--- src/rtl/turnaround_pkg.sv ---
package turnaround_pkg;

  localparam int CODE_W = 3;
  localparam int WAIT_W = 4;

  typedef enum logic [1:0] {
    PK_WRITE = 2'd0,
    PK_READ  = 2'd1,
    PK_DMAIO = 2'd2
  } prev_kind_t;

  // Non-linear code to idle-clock mapping
  function automatic logic [WAIT_W-1:0] decode_wait(input logic [CODE_W-1:0] code);
    logic [WAIT_W-1:0] w;
    case (code)
      3'd0: w = 4'd0;
      3'd1: w = 4'd1;
      3'd2: w = 4'd2;
      3'd3: w = 4'd3;
      3'd4: w = 4'd4;
      3'd5: w = 4'd6;
      3'd6: w = 4'd10;
      default: w = 4'd15;
    endcase
    return w;
  endfunction

endpackage

--- src/rtl/tg_cfg_bank.sv ---
module tg_cfg_bank
  import turnaround_pkg::*;
#(
  parameter int NUM_AREAS = 7,
  parameter int SLOT_W    = $clog2(NUM_AREAS + 1),
  parameter logic [CODE_W-1:0] RST_CODE = 3'd7
) (
  input  logic                          clk,
  input  logic                          rst,
  input  logic                          cfg_we,
  input  logic [SLOT_W-1:0]             cfg_slot,
  input  logic [CODE_W-1:0]             cfg_data,
  output logic [NUM_AREAS*CODE_W-1:0]   area_codes,
  output logic [CODE_W-1:0]             dma_code
);

  // One register per area slot
  for (genvar i = 0; i < NUM_AREAS; i++) begin : g_area
    logic [CODE_W-1:0] code_q;
    always_ff @(posedge clk) begin
      if (rst) begin
        code_q <= RST_CODE;
      end else if (cfg_we && (cfg_slot == SLOT_W'(i))) begin
        code_q <= cfg_data;
      end
    end
    assign area_codes[i*CODE_W +: CODE_W] = code_q;
  end

  // Global slot right after the area slots
  always_ff @(posedge clk) begin
    if (rst) begin
      dma_code <= RST_CODE;
    end else if (cfg_we && (cfg_slot == SLOT_W'(NUM_AREAS))) begin
      dma_code <= cfg_data;
    end
  end

endmodule

--- src/rtl/tg_need_calc.sv ---
module tg_need_calc
  import turnaround_pkg::*;
#(
  parameter int NUM_AREAS = 7,
  parameter int AREA_W    = $clog2(NUM_AREAS)
) (
  input  prev_kind_t                   prev_kind,
  input  logic [AREA_W-1:0]            prev_area,
  input  logic [NUM_AREAS*CODE_W-1:0]  area_codes,
  input  logic [CODE_W-1:0]            dma_code,
  input  logic [AREA_W-1:0]            req_area,
  input  logic                         req_write,
  input  logic                         req_dmaio,
  output logic [WAIT_W-1:0]            req_need,
  output logic [WAIT_W-1:0]            rel_need
);

  logic [WAIT_W-1:0] area_wait [NUM_AREAS];
  logic [WAIT_W-1:0] prev_area_wait;
  logic [WAIT_W-1:0] drive_wait;
  logic              same_read;

  for (genvar i = 0; i < NUM_AREAS; i++) begin : g_dec
    assign area_wait[i] = decode_wait(area_codes[i*CODE_W +: CODE_W]);
  end

  always_comb begin
    prev_area_wait = '0;
    for (int i = 0; i < NUM_AREAS; i++) begin
      if (prev_area == AREA_W'(i)) prev_area_wait = area_wait[i];
    end
  end

  // Wait owed to whoever last drove the data bus toward us
  always_comb begin
    case (prev_kind)
      PK_READ:  drive_wait = prev_area_wait;
      PK_DMAIO: drive_wait = decode_wait(dma_code);
      default:  drive_wait = '0;
    endcase
  end

  assign same_read = (prev_kind == PK_READ) && !req_write && !req_dmaio
                     && (req_area == prev_area);
  assign req_need  = same_read ? '0 : drive_wait;
  assign rel_need  = drive_wait;

endmodule

--- src/rtl/tg_idle_track.sv ---
module tg_idle_track
  import turnaround_pkg::*;
#(
  parameter int AREA_W = 3
) (
  input  logic               clk,
  input  logic               rst,
  input  logic               accept,
  input  prev_kind_t         acc_kind,
  input  logic [AREA_W-1:0]  acc_area,
  input  logic               seq_done,
  input  logic               hand_off,
  output prev_kind_t         prev_kind,
  output logic [AREA_W-1:0]  prev_area,
  output logic               in_access,
  output logic [WAIT_W-1:0]  idle_cnt
);

  localparam logic [WAIT_W-1:0] CNT_MAX = {WAIT_W{1'b1}};

  always_ff @(posedge clk) begin
    if (rst) begin
      prev_kind <= PK_WRITE;
      prev_area <= '0;
    end else if (accept) begin
      prev_kind <= acc_kind;
      prev_area <= acc_area;
    end else if (hand_off) begin
      prev_kind <= PK_WRITE;
    end
  end

  always_ff @(posedge clk) begin
    if (rst) begin
      in_access <= 1'b0;
    end else if (accept) begin
      in_access <= 1'b1;
    end else if (seq_done) begin
      in_access <= 1'b0;
    end
  end

  always_ff @(posedge clk) begin
    if (rst) begin
      idle_cnt <= '0;
    end else if (accept || seq_done) begin
      idle_cnt <= '0;
    end else if (!in_access && (idle_cnt != CNT_MAX)) begin
      idle_cnt <= idle_cnt + WAIT_W'(1);
    end
  end

  AST_DONE_ONLY_IN_ACCESS: assert property (@(posedge clk) disable iff (rst)
    seq_done |-> in_access);

endmodule

--- src/rtl/bus_turnaround_gate.sv ---
module bus_turnaround_gate
  import turnaround_pkg::*;
#(
  parameter int NUM_AREAS = 7,
  parameter logic [2:0] RST_CODE = 3'd7,
  localparam int AREA_W = $clog2(NUM_AREAS),
  localparam int SLOT_W = $clog2(NUM_AREAS + 1)
) (
  input  logic              clk,
  input  logic              rst,
  input  logic              cfg_we,
  input  logic [SLOT_W-1:0] cfg_slot,
  input  logic [2:0]        cfg_data,
  input  logic              req_valid,
  output logic              req_ready,
  input  logic [AREA_W-1:0] req_area,
  input  logic              req_write,
  input  logic              req_sadma,
  input  logic              req_io2mem,
  output logic              start,
  output logic [AREA_W-1:0] start_area,
  output logic              start_write,
  input  logic              seq_done,
  input  logic              arb_req,
  output logic              arb_grant
);

  logic [NUM_AREAS*CODE_W-1:0] area_codes;
  logic [CODE_W-1:0]           dma_code;
  prev_kind_t                  prev_kind;
  prev_kind_t                  acc_kind;
  logic [AREA_W-1:0]           prev_area;
  logic                        in_access;
  logic [WAIT_W-1:0]           idle_cnt;
  logic [WAIT_W-1:0]           req_need;
  logic [WAIT_W-1:0]           rel_need;
  logic                        req_dmaio;
  logic                        accept;

  assign req_dmaio = req_sadma && req_io2mem;

  always_comb begin
    if (req_dmaio)      acc_kind = PK_DMAIO;
    else if (req_write) acc_kind = PK_WRITE;
    else                acc_kind = PK_READ;
  end

  tg_cfg_bank #(
    .NUM_AREAS (NUM_AREAS),
    .SLOT_W    (SLOT_W),
    .RST_CODE  (RST_CODE)
  ) cfg_i (
    .clk        (clk),
    .rst        (rst),
    .cfg_we     (cfg_we),
    .cfg_slot   (cfg_slot),
    .cfg_data   (cfg_data),
    .area_codes (area_codes),
    .dma_code   (dma_code)
  );

  tg_need_calc #(
    .NUM_AREAS (NUM_AREAS),
    .AREA_W    (AREA_W)
  ) calc_i (
    .prev_kind  (prev_kind),
    .prev_area  (prev_area),
    .area_codes (area_codes),
    .dma_code   (dma_code),
    .req_area   (req_area),
    .req_write  (req_write),
    .req_dmaio  (req_dmaio),
    .req_need   (req_need),
    .rel_need   (rel_need)
  );

  tg_idle_track #(
    .AREA_W (AREA_W)
  ) track_i (
    .clk       (clk),
    .rst       (rst),
    .accept    (accept),
    .acc_kind  (acc_kind),
    .acc_area  (req_area),
    .seq_done  (seq_done),
    .hand_off  (arb_grant),
    .prev_kind (prev_kind),
    .prev_area (prev_area),
    .in_access (in_access),
    .idle_cnt  (idle_cnt)
  );

  // Arbitration has priority over new requests
  assign req_ready = !in_access && !arb_grant && !arb_req && (idle_cnt >= req_need);
  assign accept    = req_valid && req_ready;

  always_ff @(posedge clk) begin
    if (rst) begin
      arb_grant <= 1'b0;
    end else if (arb_grant) begin
      arb_grant <= arb_req;
    end else begin
      arb_grant <= arb_req && !in_access && (idle_cnt >= rel_need);
    end
  end

  always_ff @(posedge clk) begin
    if (rst) begin
      start       <= 1'b0;
      start_area  <= '0;
      start_write <= 1'b0;
    end else begin
      start <= accept;
      if (accept) begin
        start_area  <= req_area;
        start_write <= req_write;
      end
    end
  end

  AST_WRITE_NO_WAIT: assert property (@(posedge clk) disable iff (rst)
    (prev_kind == PK_WRITE) |-> (req_need == '0));
  AST_SAME_READ_NO_WAIT: assert property (@(posedge clk) disable iff (rst)
    ((prev_kind == PK_READ) && !req_write && !req_dmaio && (req_area == prev_area))
      |-> (req_need == '0));
  AST_GRANT_AFTER_WAIT: assert property (@(posedge clk) disable iff (rst)
    $rose(arb_grant) |-> ($past(idle_cnt) >= $past(rel_need)));
  AST_ONE_OWNER: assert property (@(posedge clk) disable iff (rst)
    !(start && arb_grant));
  AST_NO_READY_IN_ACCESS: assert property (@(posedge clk) disable iff (rst)
    in_access |-> !req_ready);
  AST_START_PULSE: assert property (@(posedge clk) disable iff (rst)
    start |=> !start);

endmodule

--- config.mk ---
export PLATFORM = sky130hd
export DESIGN_NAME = bus_turnaround_gate
export DESIGN_NICKNAME = d
export VERILOG_FILES = /design/src/rtl/turnaround_pkg.sv /design/src/rtl/tg_cfg_bank.sv /design/src/rtl/tg_need_calc.sv /design/src/rtl/tg_idle_track.sv /design/src/rtl/bus_turnaround_gate.sv
export SDC_FILE = /design/constraint.sdc
export NUM_CORES = 1
export LEC_CHECK = 0
export BUFFER_PORTS_ARGS = -buffer_cell sky130_fd_sc_hd__buf_2
export CORE_MARGIN = 2
export CORE_UTILIZATION = 55
export CTS_CLUSTER_SIZE = 8
export DETAILED_ROUTE_END_ITERATION = 8
export PLACE_DENSITY = 0.76
export SLEW_MARGIN = 20
export SYNTH_ARGS = -nofsm -noshare
export SYNTH_HDL_FRONTEND = slang
export SYNTH_SLANG_ARGS = --single-unit
export TNS_END_PERCENT = 30
--- constraint.sdc ---
create_clock -name clk -period 3.4 [get_ports clk]
set_input_delay 0.68 -clock clk [delete_from_list [all_inputs] [get_ports clk]]
set_output_delay 0.68 -clock clk [all_outputs]
set_load 0.01 [all_outputs]
==> metrics <==
Fill cells around 350; Hold Startpoint start_write; fin util 64.28%; CTS root buf clkbuf_8; final period utilization 96.36%; largest net degree at the start of global routing 28; nets 328; Power Dens Cells around 360 nW/um^2; Top Ports 25; max_cap viols 0; wire length on met3 161 um; first-pass GRT wire length 7693 um; Die H around 68 um; VDD IR max 0.2408 mV; fmax 305.2 MHz; Data arrival, critical path 2.60 ns; H-tree levels 2; Synth area leader dfxtp_1; met1 wire length 2471 um; post-synthesis sequential area ratio around a third; critical path class reg2out; GRT Resource Usage Total 22.23%; Post-DP HPWL 3757 um; area of the core 4000 sq um; number of flops mapped to enable cells by yosys 0; share of layout cells above drive strength 1 19.00%; most used flip-flop cell after synthesis dfxtp_1; ant diodes 0; DR vias/cell 5.706; GRT overflow 0; Clock Latency Late Sink about 0.29 ns; CP Launch Type register; worst slew pin tran 0.5013 ns; drc violations 0; Die W between 60 and 70 um; setup TNS 0 ns; GPL Wtd Cong about 0.86; leakage power 1.088 nW; Worst Path Required 2.72 ns; R2R Path Start track_i.prev_area[1]; port bufs 24; via count 1997; Num CTS Buffers 5; outcome finished clean; vias in the first global route 1649; Final min period roughly 3.3 ns; capture point of the worst reg-to-reg path track_i.prev_kind[0]; Detailed Route WL ~5100 um; worst-path maximum fanout 6; ANT nets after route 0; post-synthesis instance area 2283 sq um; top cell type's share of synthesized area 32.44%; Synth cell types 55; clk_skew 0.005098 ns; Wirelength per Cell approximately 14 um; 1st-iter DRT viols between 90 and 100; setup ws final 0.1236 ns; Cells on Worst Hold Path 2; met2 WL 2360 um; DRT Pass-1 Iters 4; FF+latch count, synth 37; Min-Delay Path Class reg2reg; top layer in use met4; DP Worst Slack 0.1807 ns; initial antenna violation count 0; clock-pin slew on the worst setup and hold paths ~0.07 ns; deepest clock path buffer count 2; post-synth net total 297; area grow syn2layout 12.60%; asr flop ratio synth 0%; RSZ-0062 raised after global routing no; CTS tree yes; CTS sink count 37; CP endpoint kind primary output; top cells by area, synth dfxtp_1, nand2_1, o211ai_1; endpoints failing setup 0; worst reg-to-reg setup slack 0.50 ns; Worst slew margin between 60% and 70%; WHS 0.4593 ns; r2r worst-path depth 12; Hold Vio Cnt, Final 0; Initial Util between 50% and 60%; cells after synthesis approximately 270; final slew viol count 0; worst hold endpoint start_write; cell row count 23; Synth warnings 0; Die ar. 4683 sq um; Mean Syn Cell Area 8.520 sq um
cell usage after synthesis, drive strengths merged, types with 2 or more instances:
library cell and n:
or2 4, nor2 5, nand2 41, a21o 3, o2111ai 2, o311ai 2
nand4b 4, nand2b 17, buf 4, inv 16, and3 2, o21a 2
nor3b 3, mux2i 11, xor2 4, nor3 5, nand4 2, nand3b 4
nor4 6, o2bb2ai 2, o211ai 19, nor2b 10, a211oi 4, o221ai 2
a21oi 12, mux2 2, clkbuf 5, dfxtp 37, a31oi 5, a211o 4
o21ai 4, ha 11
registers in the layout (all words and copies together), names as in the netlist:
name / flops
cfg_i.g_area.code_q: 21
track_i.idle_cnt: 4
cfg_i.dma_code: 3
track_i.prev_area: 3
track_i.prev_kind: 2
arb_grant: 1
start: 1
start_write: 1
track_i.in_access: 1
layer usage:
metal	GRT usage, %	vias up
li1	-	1040
met4	7.250	0
met5	0	-
met2	34.74	32
met3	4.934	7
met1	30.15	918
where the power goes:
group	switching, mW	leakage [nW]	internal, mW
Sequential	0.0205	0.303	0.450
Clock	0.157	0.0450	0.142
Combinational	0.0776	0.740	0.0671
logic make-up (layout without fill, tap and decap cells):
| group | after synthesis | after routing | synth area share, % |
|---|---|---|---|
| mux | 13 | 13 | 5.973 |
| buf+inv | 26 | 58 | 4.931 |
| fa+ha+maj | 11 | 11 | 6.027 |
| flops | 37 | 37 | 32.44 |
| simple gates | 109 | 109 | 27.23 |
| compound gates | 67 | 67 | 21.48 |
| xor+xnor | 5 | 5 | 1.918 |
through the flow:
step           area (sq um)  cells  power [mW]
4_1_cts                2555    348      0.9164
6_report               2571    350      0.9132
3_5_place_dp           2470    340      0.6206
3_3_place_gp           2470    340      0.6182
2_1_floorplan          2283    268      0.5727
5_1_grt                2571    350      0.9513
final cells by class:
class,instances,area (sq um),area share (%)
Timing Repair Buffer,33,185.2,7.202
Tap cell,50,62.56,2.433
Clock buffer,6,72.57,2.822
Multi-Input combinational cell,205,1430,55.62
Clock inverter,2,10.01,0.3893
Inverter,17,63.81,2.482
Sequential cell,37,747.0,29.05
how the worst max path moves through the flow:
stage	from	end	slack, ns	cells past startpoint
finish	track_i.prev_area[1]	req_ready	0.12	12
detailed placement	req_area[0]	req_ready	0.18	11
floorplan	req_area[0]	req_ready	0.42	8
global route	track_i.prev_area[0]	req_ready	0.006	11
global placement	req_area[2]	req_ready	0.20	11
CTS	track_i.prev_area[1]	req_ready	0.07	11
layout by cell type (no fill, tap or decap), types with 3 or more instances in the layout:
cell	synthesis	final
a31oi_1	5	5
buf_2	2	24
nand2_1	41	41
xor2_1	4	4
inv_1	16	16
o211ai_1	19	19
a211oi_1	4	4
o21ai_0	4	4
a211o_1	4	4
buf_4	1	8
nor2_1	4	4
nor3_1	4	4
nor2b_1	10	10
nand4b_1	4	4
or2_2	3	3
ha_1	11	11
clkbuf_8	0	5
nor4_1	6	6
nand3b_1	4	4
a21oi_1	11	11
a21o_1	3	3
nand2b_1	17	17
mux2i_1	11	11
dfxtp_1	37	34
critical path: stages, from the launching register on:
cell	delay [ns]
dfxtp_4	0.37
clkbuf_2	0.15
nand2b_1	0.10
a21oi_1	0.06
a221o_1	0.30
o2bb2ai_1	0.22
nor2_1	0.07
ha_1	0.26
nand2b_1	0.14
a211o_1	0.32
a21oi_4	0.13
nor4_1	0.05
buf_2	0.14
what timing repair did:
action | 4_1_cts | 5_1_grt
pin swaps | 0 | 3
gates resized for setup | 2 | 3
setup buffers | 0 | 2
hold buffers | 0 | 0
endpoints found under the setup margin | 1 | 1
No activity file was read; power rests on OpenSTA's default activity.
